### src/rtl/ics_pkg.sv
package ics_pkg;
  // command bit positions (low byte of the command word)
  localparam int CB_RELAY_ON  = 7;
  localparam int CB_RELAY_OFF = 6;
  localparam int CB_TEST_ON   = 5;
  localparam int CB_TEST_OFF  = 4;
  localparam int CB_RST_ALL   = 2;
  localparam int CB_SET_LAST  = 1;
  localparam int CB_TRY_CLR   = 0;

  typedef enum logic [7:0] {
    PC_OK   = 8'd0,
    PC_BUSY = 8'd1,
    PC_OVF  = 8'd2,
    PC_ZLEN = 8'd3
  } post_code_e;

  typedef struct packed {
    logic relay_on;
    logic relay_off;
    logic test_on;
    logic test_off;
    logic rst_all;
    logic set_last;
    logic try_clr;
  } cmd_t;

  typedef struct packed {
    logic [4:0] pad;
    logic       was_down;
    logic       rmt_nrdy;
    logic       host_nrdy;
  } hw_stat_t;

  function automatic cmd_t decode_cmd(input logic we, input logic [7:0] b);
    cmd_t c;
    c.relay_on  = we & b[CB_RELAY_ON];
    c.relay_off = we & b[CB_RELAY_OFF];
    c.test_on   = we & b[CB_TEST_ON];
    c.test_off  = we & b[CB_TEST_OFF];
    c.rst_all   = we & b[CB_RST_ALL];
    c.set_last  = we & b[CB_SET_LAST];
    c.try_clr   = we & b[CB_TRY_CLR];
    return c;
  endfunction
endpackage

### src/rtl/ics_sync.sv
module ics_sync #(
  parameter int STAGES = 2
) (
  input  logic clk_i,
  input  logic rst_ni,
  input  logic d_i,
  output logic q_o
);
  logic [STAGES-1:0] sr_q;

  always_ff @(posedge clk_i or negedge rst_ni) begin
    if (!rst_ni) sr_q <= '0;
    else         sr_q <= {sr_q[STAGES-2:0], d_i};
  end

  assign q_o = sr_q[STAGES-1];
endmodule

### src/rtl/ics_setclr.sv
module ics_setclr (
  input  logic clk_i,
  input  logic rst_ni,
  input  logic set_i,
  input  logic clr_i,
  output logic q_o
);
  always_ff @(posedge clk_i or negedge rst_ni) begin
    if (!rst_ni)    q_o <= 1'b0;
    else if (clr_i) q_o <= 1'b0;
    else if (set_i) q_o <= 1'b1;
  end

  // R2 / R3 / R5 flop rules
  a_r2_clr_wins: assert property (@(posedge clk_i) disable iff (!rst_ni)
    clr_i |=> !q_o);
  a_r3_set_only: assert property (@(posedge clk_i) disable iff (!rst_ni)
    (set_i && !clr_i) |=> q_o);
  a_r10_hold: assert property (@(posedge clk_i) disable iff (!rst_ni)
    (!set_i && !clr_i) |=> $stable(q_o));
endmodule

### src/rtl/ics_down_latch.sv
module ics_down_latch (
  input  logic clk_i,
  input  logic rst_ni,
  input  logic rdy_i,
  input  logic try_clr_i,
  input  logic rst_all_i,
  output logic was_down_o
);
  logic prev_q;
  logic fall;

  assign fall = prev_q & ~rdy_i;

  always_ff @(posedge clk_i or negedge rst_ni) begin
    if (!rst_ni) begin
      prev_q     <= 1'b0;
      was_down_o <= 1'b0;
    end else begin
      prev_q <= rdy_i;
      if (fall)                                  was_down_o <= 1'b1;
      else if (rst_all_i || (try_clr_i && rdy_i)) was_down_o <= 1'b0;
    end
  end

  a_r8_sticky: assert property (@(posedge clk_i) disable iff (!rst_ni)
    (was_down_o && !rst_all_i && !(try_clr_i && rdy_i)) |=> was_down_o);
  a_r8_clear_on_ready: assert property (@(posedge clk_i) disable iff (!rst_ni)
    (try_clr_i && rdy_i && prev_q) |=> !was_down_o);
endmodule

### src/rtl/ifc_ctl_stat.sv
module ifc_ctl_stat
  import ics_pkg::*;
#(
  parameter int DATA_W      = 16,
  parameter int SYNC_STAGES = 2
) (
  input  logic              clk_i,
  input  logic              rst_ni,
  input  logic              cmd_we_i,
  input  logic [DATA_W-1:0] cmd_data_i,
  input  logic              last_ack_i,
  input  logic              rmt_rdy_i,
  input  logic              tx_bit_i,
  input  logic              line_rx_i,
  input  logic              post_en_i,
  input  logic [DATA_W/2-1:0] post_code_i,
  output logic              rx_bit_o,
  output logic              relay_on_o,
  output logic              test_mode_o,
  output logic              last_word_o,
  output logic              srst_o,
  output logic [DATA_W-1:0] post_word_o
);
  localparam int HALF_W = DATA_W / 2;
  localparam int NFLOP  = 3; // 0 relay, 1 test, 2 last word

  cmd_t       cmd;
  hw_stat_t   hw;
  logic       rdy_s;
  logic       was_down;
  logic [NFLOP-1:0] set_v, clr_v, q_v;

  assign cmd = decode_cmd(cmd_we_i, cmd_data_i[7:0]);

  assign set_v = {cmd.set_last, cmd.test_on, cmd.relay_on};
  assign clr_v = {last_ack_i | cmd.rst_all,
                  cmd.test_off | cmd.rst_all,
                  cmd.relay_off | cmd.rst_all};

  for (genvar i = 0; i < NFLOP; i++) begin : g_flop
    ics_setclr u_flop (
      .clk_i (clk_i),
      .rst_ni(rst_ni),
      .set_i (set_v[i]),
      .clr_i (clr_v[i]),
      .q_o   (q_v[i])
    );
  end

  assign relay_on_o  = q_v[0];
  assign test_mode_o = q_v[1];
  assign last_word_o = q_v[2];

  ics_sync #(.STAGES(SYNC_STAGES)) u_sync (
    .clk_i (clk_i),
    .rst_ni(rst_ni),
    .d_i   (rmt_rdy_i),
    .q_o   (rdy_s)
  );

  ics_down_latch u_down (
    .clk_i     (clk_i),
    .rst_ni    (rst_ni),
    .rdy_i     (rdy_s),
    .try_clr_i (cmd.try_clr),
    .rst_all_i (cmd.rst_all),
    .was_down_o(was_down)
  );

  always_ff @(posedge clk_i or negedge rst_ni) begin
    if (!rst_ni) srst_o <= 1'b0;
    else         srst_o <= cmd.rst_all;
  end

  assign rx_bit_o = test_mode_o ? tx_bit_i : line_rx_i;

  always_comb begin
    hw           = '0;
    hw.was_down  = was_down;
    hw.rmt_nrdy  = ~rdy_s;
    hw.host_nrdy = ~relay_on_o;
  end

  assign post_word_o = post_en_i ? {post_code_i, HALF_W'(hw)} : '0;

  a_r6_reset_all: assert property (@(posedge clk_i) disable iff (!rst_ni)
    (cmd_we_i && cmd_data_i[CB_RST_ALL]) |=>
      (srst_o && !relay_on_o && !test_mode_o && !last_word_o));
  a_r6_pulse_once: assert property (@(posedge clk_i) disable iff (!rst_ni)
    (srst_o && !$past(cmd_we_i && cmd_data_i[CB_RST_ALL])) |-> 1'b0);
  a_r5_ack_wins: assert property (@(posedge clk_i) disable iff (!rst_ni)
    last_ack_i |=> !last_word_o);
endmodule

### config.mk
export PLATFORM = sky130hd
export DESIGN_NAME = ifc_ctl_stat
export DESIGN_NICKNAME = d
export VERILOG_FILES = /design/src/rtl/ics_pkg.sv /design/src/rtl/ics_sync.sv /design/src/rtl/ics_setclr.sv /design/src/rtl/ics_down_latch.sv /design/src/rtl/ifc_ctl_stat.sv
export SDC_FILE = /design/constraint.sdc
export NUM_CORES = 1
export LEC_CHECK = 0
export CORE_ASPECT_RATIO = 1.2
export CORE_MARGIN = 5
export CORE_UTILIZATION = 24
export DETAILED_ROUTE_END_ITERATION = 10
export HOLD_SLACK_MARGIN = 0.15
export MAX_ROUTING_LAYER = met4
export PLACE_DENSITY = 0.79
export SLEW_MARGIN = 20
export SYNTH_ARGS = -nofsm -noshare
export SYNTH_HDL_FRONTEND = slang
export SYNTH_SLANG_ARGS = --single-unit
### constraint.sdc
create_clock -name clk_i -period 0.9 [get_ports clk_i]
set_input_delay 0.09 -clock clk_i [delete_from_list [all_inputs] [get_ports clk_i]]
set_output_delay 0.09 -clock clk_i [all_outputs]
set_load 0.005 [all_outputs]
==> summary.txt, run 1 <==
Timing
  – Fin crit period: 1.15 ns
  – Final setup vio count: 5
  – Hold_ws: 0.120 ns
  – Final slew viol count: 0
  – FMAX: 873 MHz
  – Fin. Hold Viols: 0
  – Final Worst Setup Slack: -0.245 ns
  – Period Utilization, post-route: 127%
  – Skew final: 0.000636 ns
  – RSZ-0062 raised after global routing: true

Critical path
  – Critical path type: register to output pin
  – Req. time, crit path: 0.81 ns
  – Peak fanout along the critical path: 2
  – Worst EP arrival: 1.06 ns
  – Setup crit start: g_flop[1].u_flop.q_o$_DFFE_PN0P_
  – Worst R2R Start: u_sync.sr_q[1]$_DFF_PN0_
  – Crit. End Element: output pin
  – Startpoint Class: register

Clock tree
  – TritonCTS Buffers: 3
  – H-tree level count: 1
  – Latest clock arrival within the worst-skew pair: 0.24 ns
  – CTS clk-pin slew, worst paths: 0.05 ns
  – Root buffer cell: clkbuf_4
  – CTS tree: yes
  – Max clock buf depth: 2
  – Clock sink count: 8

Finish
  – Area growth, synth to finish: 88.9%
  – Number of inserted diodes: 0
  – Nets: 118
  – Non-filler instance count after layout: 102
  – Layout cell share with drive strength beyond 1: 31.0%

Global route
  – Largest net degree at the start of global routing: 12
  – GRT overflow: 0
  – First-pass GRT wire length: 1.65 mm
  – Vias in the first global route: 423
  – Total GRT Usage: 9.25%
  – Initial antenna violation count: 0

Drt
  – WL final: 1.14 mm
  – DRC Markers: 0
  – Starting DRC count in detailed routing: 0
  – DR vias/cell: 4.27
  – WL/cell: 11.1 µm
  – Final ANT Viol Nets: 0
  – Drt first pass iters: 1
  – Via count: 436

Power and ir drop
  – Power Density: 1180 nW/µm²
  – Leakage: 0.000392 µW
  – VDD IR max: 0.642 mV

Synthesis
  – Mapped Avg Cell Area: 9.89 µm²
  – Number of synthesized register bits: 8
  – Cell variety after synth: 16
  – Post-Syn Instances: 41
  – Sequential area share after synthesis: 49.4%
  – Yosys warnings: 0
  – Post-synthesis instance area: 405 µm²

Place
  – Buffers on Ports: 38
  – Cells after DPL: 98
  – Gpl congestion: 0.629
  – DP HPWL: 991 µm

Floorplan
  – Initial Utilization: 25.0%
  – Die area: 2610 µm²
  – Core region area: 1620 µm²
  – Top Ports: 53
  – Die W: 47.5 µm
  – Cell Rows: 16
  – Die Y: 55.0 µm

Run status
  – Failing checks: negative setup slack
  – Status: complete, but fails checks

Min path
  – HP Class: primary input to asynchronous set/reset pin

Run
  – MaxCap Viol Count: 0
state kept, by name (all words and copies together) (netlist names):
signal and flops:
u_sync.sr_q 2, u_down.was_down_o 1, g_flop.u_flop.q_o 3, u_down.prev_q 1, srst_o 1
path summary, 6_finish.rpt:
kind                            depth (start not counted)                             to  slack, ns
worst min-delay path                                    1       u_sync.sr_q[0]$_DFF_PN0_       0.12
worst max-delay path                                    2                       rx_bit_o      -0.25
max in group asynchronous                               1               srst_o$_DFF_PN0_       0.53
worst min register to register                          0       u_sync.sr_q[1]$_DFF_PN0_       0.35
worst max register to register                          3  u_down.was_down_o$_DFFE_PN0P_       0.06
min in group clk_i                                      1       u_sync.sr_q[0]$_DFF_PN0_       0.28
synthesized netlist by cell type:
cell / n / share of area (%)
mux2_2: 1 / 2.8
a21oi_1: 4 / 4.9
nor2b_1: 1 / 1.5
conb_1: 1 / 0.93
clkbuf_1: 1 / 0.93
and2b_1: 1 / 1.9
and2_1: 9 / 14
and2_4: 1 / 2.2
nor2_1: 2 / 1.9
dfrtp_1: 8 / 49
nor3_2: 1 / 2.5
inv_1: 1 / 0.93
buf_4: 5 / 9.3
o21ai_0: 2 / 2.5
nand2_1: 1 / 0.93
o21a_1: 2 / 3.7
kinds of logic (layout without fill, tap and decap cells):
family          count (synthesis)  after routing  share of synthesized area, %
compound gates                  8              8                          11.1
mux                             1              1                          2.78
buf+inv                         7             46                          11.1
other cells                     1              5                         0.925
simple gates                   16             16                          24.7
flops                           8              8                          49.4
area by class of cell:
| class | instances | area (µm²) |
|---|---|---|
| Timing Repair Buffer | 42 | 338 |
| Tap cell | 18 | 22.5 |
| Inverter | 1 | 3.75 |
| Multi-Input combinational cell | 30 | 179 |
| Sequential cell | 8 | 200 |
| Clock buffer | 3 | 22.5 |
| Fill cell | 173 | 856 |
critical path: stages (launching register included):
cell and delay [ns]:
dfrtp_1 0.39, mux2_4 0.31, buf_6 0.12
what timing repair did:
| item | in CTS | in global routing |
|---|---|---|
| endpoints found under the setup margin | 16 | 8 |
| gates resized for setup | 61 | 4 |
| endpoints found under the hold margin | 8 | 4 |
| buffers inserted | 1 | 0 |
per-layer routing:
metal  wire (µm)  share of wire [%]  vias to the layer above  global-route usage, %
li1            -                  -                      206                      -
met2         525                 46                       37                   15.8
met3         267                 24                        2                   3.88
met1         334                 29                      191                   8.28
met4           7               0.62                        0                   5.53
met5           0                  0                        -                      -
cells in the final DEF (no fill, tap or decap), types with 2 or more instances in the layout:
cell,n
clkdlybuf4s50_1,20
dfrtp_1,8
nor2_1,2
a21oi_1,4
buf_4,4
o21ai_0,2
conb_1,5
o21a_1,2
buf_2,12
clkbuf_4,3
clkbuf_2,3
and2_1,9
power by group:
group | leakage, µW | switching, µW | internal [µW]
logic | 0.000280 | 82.7 | 170
registers | 0.0000981 | 12.8 | 386
clock network | 0.0000138 | 104 | 151
per-stage QoR:
step	util, %	cell area (µm²)	power [µW]	setup TNS [ns]	setup WS, ns
floorplan	-	420	490	0	0.107
global placement	49.6	805	694	-7.14	-0.552
detailed placement	49.6	805	698	-7.45	-0.586
CTS	48.0	778	939	-0.704	-0.266
global route	47.2	766	962	-0.732	-0.278
finish	47.2	766	906	-0.470	-0.245
No activity file was read; power rests on OpenSTA's default activity.
==> inputs of run 2 (changes only) <==
Settings changed: GPL_ROUTABILITY_DRIVEN set to 0, SLEW_MARGIN 20 to not set.
Clock period 0.9 ns to 1.1 ns, I/O delays scaled along.
==> run 2 against run 1 <==
The run still ends with negative setup slack left. Core utilization up 2.8 points. Sequential cell count unchanged. Sequential power down 18%. Worst hold slack better by 0.19 ns. Cell count unchanged. Via count down 0.46%. Clock power down 18%. Die area unchanged. Sequential share of layout area down 1.5 points. Count of clock-buffer cells in the layout unchanged. Critical endpoint unchanged.
==> summary.txt, run 2 (synthesized netlist as in run 1, its figures left out) <==
Run status
  – Status: complete, but fails checks
  – Failing checks: negative setup slack

Critical path
  – Crit. End Element: output pin
  – Req. time, crit path: 0.99 ns
  – Flop-to-flop setup slack: 0.29 ns
  – Worst EP arrival: 1.08 ns
  – Critical path type: register to output pin
  – Peak fanout along the critical path: 2
  – Crit-path max cell delay: 0.41 ns
  – Critical Path End: rx_bit_o
  – Worst reg2reg path depth: 3
  – Cell Chain, Critical Path: mux2_4 > buf_6
  – Startpoint Class: register
  – Slowest library cell on the worst path: dfrtp_1
  – Setup crit start: g_flop[1].u_flop.q_o$_DFFE_PN0P_
  – Worst R2R Start: g_flop[1].u_flop.q_o$_DFFE_PN0P_
  – Reg-to-reg endpoint: g_flop[1].u_flop.q_o$_DFFE_PN0P_

Place
  – Cells after DPL: 97
  – Buffers on Ports: 38
  – DP HPWL: 1.05 mm

Power and ir drop
  – Sw power: 167 µW
  – Sw Ratio: 22.1%
  – Power Density: 931 nW/µm²
  – Int Power: 588 µW
  – Seq pwr share: 43.5%
  – Final Power: 755 µW
  – Clock share of power: 27.8%
  – VDD IR max: 0.647 mV
  – Combinational Power Share: 28.7%
  – Leakage: 0.000406 µW

Run
  – MaxCap Viol Count: 0

Drt
  – Starting DRC count in detailed routing: 0
  – Drt first pass iters: 1
  – WL/cell: 11.8 µm
  – WL final: 1.20 mm
  – DRC Markers: 0
  – Final ANT Viol Nets: 0
  – Via count: 434
  – DR vias/cell: 4.25

Floorplan
  – Initial Utilization: 25.0%
  – Die Y: 55.0 µm
  – Core region area: 1620 µm²
  – Die area: 2610 µm²
  – Die W: 47.5 µm
  – Top Ports: 53
  – Cell Rows: 16

Min path
  – HP Class: primary input to register
  – Hold path depth: 1

Timing
  – Skew final: 0.0000570 ns
  – Final setup vio count: 1
  – Period Utilization, post-route: 108%
  – Fin. Hold Viols: 0
  – RSZ-0062 raised after global routing: true
  – Fin crit period: 1.19 ns
  – Final Worst Setup Slack: -0.0924 ns
  – Final slew viol count: 0
  – FMAX: 839 MHz

Finish
  – Most common cell after layout, fill and taps aside: clkdlybuf4s50_1
  – Top flop regs: g_flop.u_flop.q_o: 3 flops, u_sync.sr_q: 2 flops
  – Area growth, synth to finish: 100%
  – Number of inserted diodes: 0
  – Top reg by flops: g_flop.u_flop.q_o
  – Finished Core Util: 50.0%
  – Nets: 118
  – Most frequent cells in the layout: 21 x clkdlybuf4s50_1, 12 x dlygate4sd2_1, 9 x and2_1, 8 x dfrtp_1, 5 x conb_1
  – Non-filler instance count after layout: 102
  – Layout cell share with drive strength beyond 1: 16.7%
  – Largest register FFs: 3

Clock tree
  – H-tree level count: 1
  – Root buffer cell: clkbuf_4
  – TritonCTS Buffers: 3
  – Max clock buf depth: 2
  – CTS tree: yes
  – Clock sink count: 8
  – CTS clk-pin slew, worst paths: 0.05 ns
  – Latest clock arrival within the worst-skew pair: 0.24 ns

Global route
  – Total GRT Usage: 9.72%
  – Vias in the first global route: 425
  – Largest net degree at the start of global routing: 12
  – Initial antenna violation count: 0
  – GRT overflow: 0
  – First-pass GRT wire length: 1.68 mm
## run 2: cell types whose count changed in the layout (fill, tap and decap cells not counted)
cell,delta
clkbuf_2,-1
buf_6,+1
buf_4,-2
dlymetal6s2s_1,-1
clkdlybuf4s50_1,+1
dlygate4sd3_1,+1
buf_2,-10
dlygate4sd2_1,+11
## run 2: area by class of cell
cell class              instances  area [µm²]
clock buffers                   3        22.5
fillers                       165         811
inverters                       1        3.75
multi-input cells              30         179
repair buffers                 42         383
well taps                      18        22.5
flip-flops and latches          8         200
## run 2: worst max-delay path, delay by kind of cell, from the launching register on
| kind | cells | cell delay (ns) |
|---|---|---|
| buffers and inverters | 1 | 0.12 |
| flip-flops | 1 | 0.41 |
| multiplexers | 1 | 0.32 |
## run 2: metal layers
layer	share of wire [%]	wire (µm)	track usage (%)
met5	0	0	-
met4	0.58	7	5.53
met3	21	247	3.88
met2	50	597	17.9
met1	29	351	7.87
## run 2: worst min path at each step
stage	start	end	slack (ns)
2_1_floorplan	rst_ni	g_flop[0].u_flop.q_o$_DFFE_PN0P_	-0.19
3_5_place_dp	u_sync.sr_q[0]$_DFF_PN0_	u_sync.sr_q[1]$_DFF_PN0_	0.34
5_1_grt	rmt_rdy_i	u_sync.sr_q[0]$_DFF_PN0_	0.29
4_1_cts	rmt_rdy_i	u_sync.sr_q[0]$_DFF_PN0_	0.30
3_3_place_gp	u_sync.sr_q[0]$_DFF_PN0_	u_sync.sr_q[1]$_DFF_PN0_	0.33
6_report	rmt_rdy_i	u_sync.sr_q[0]$_DFF_PN0_	0.31
## run 2: what timing repair did
action	CTS	global route
pin swaps	0	0
hold buffers	1	0
resized for setup	31	2
hold endpoints to repair	8	0
buffers inserted	0	1
setup endpoints to repair	16	3
## run 2: power groups by stage
stage | Clock (µW) | Sequential (µW) | Combinational [µW]
after CTS | 226 | 329 | 218
after global placement | 0 | 332 | 230
after floorplan | 0 | 332 | 68.4
after detailed placement | 0 | 333 | 235
after global routing | 229 | 331 | 239
final | 210 | 328 | 217
## run 2: metrics by stage
stage,cell area (µm²),hold WS [ns],TNS [ns],worst slack [ns]
floorplan,420,-0.186,0,0.287
global placement,797,0.332,-4.44,-0.393
detailed placement,797,0.336,-4.94,-0.445
CTS,813,0.296,-0.110,-0.110
global route,811,0.294,-0.115,-0.115
finish,811,0.307,-0.0924,-0.0924
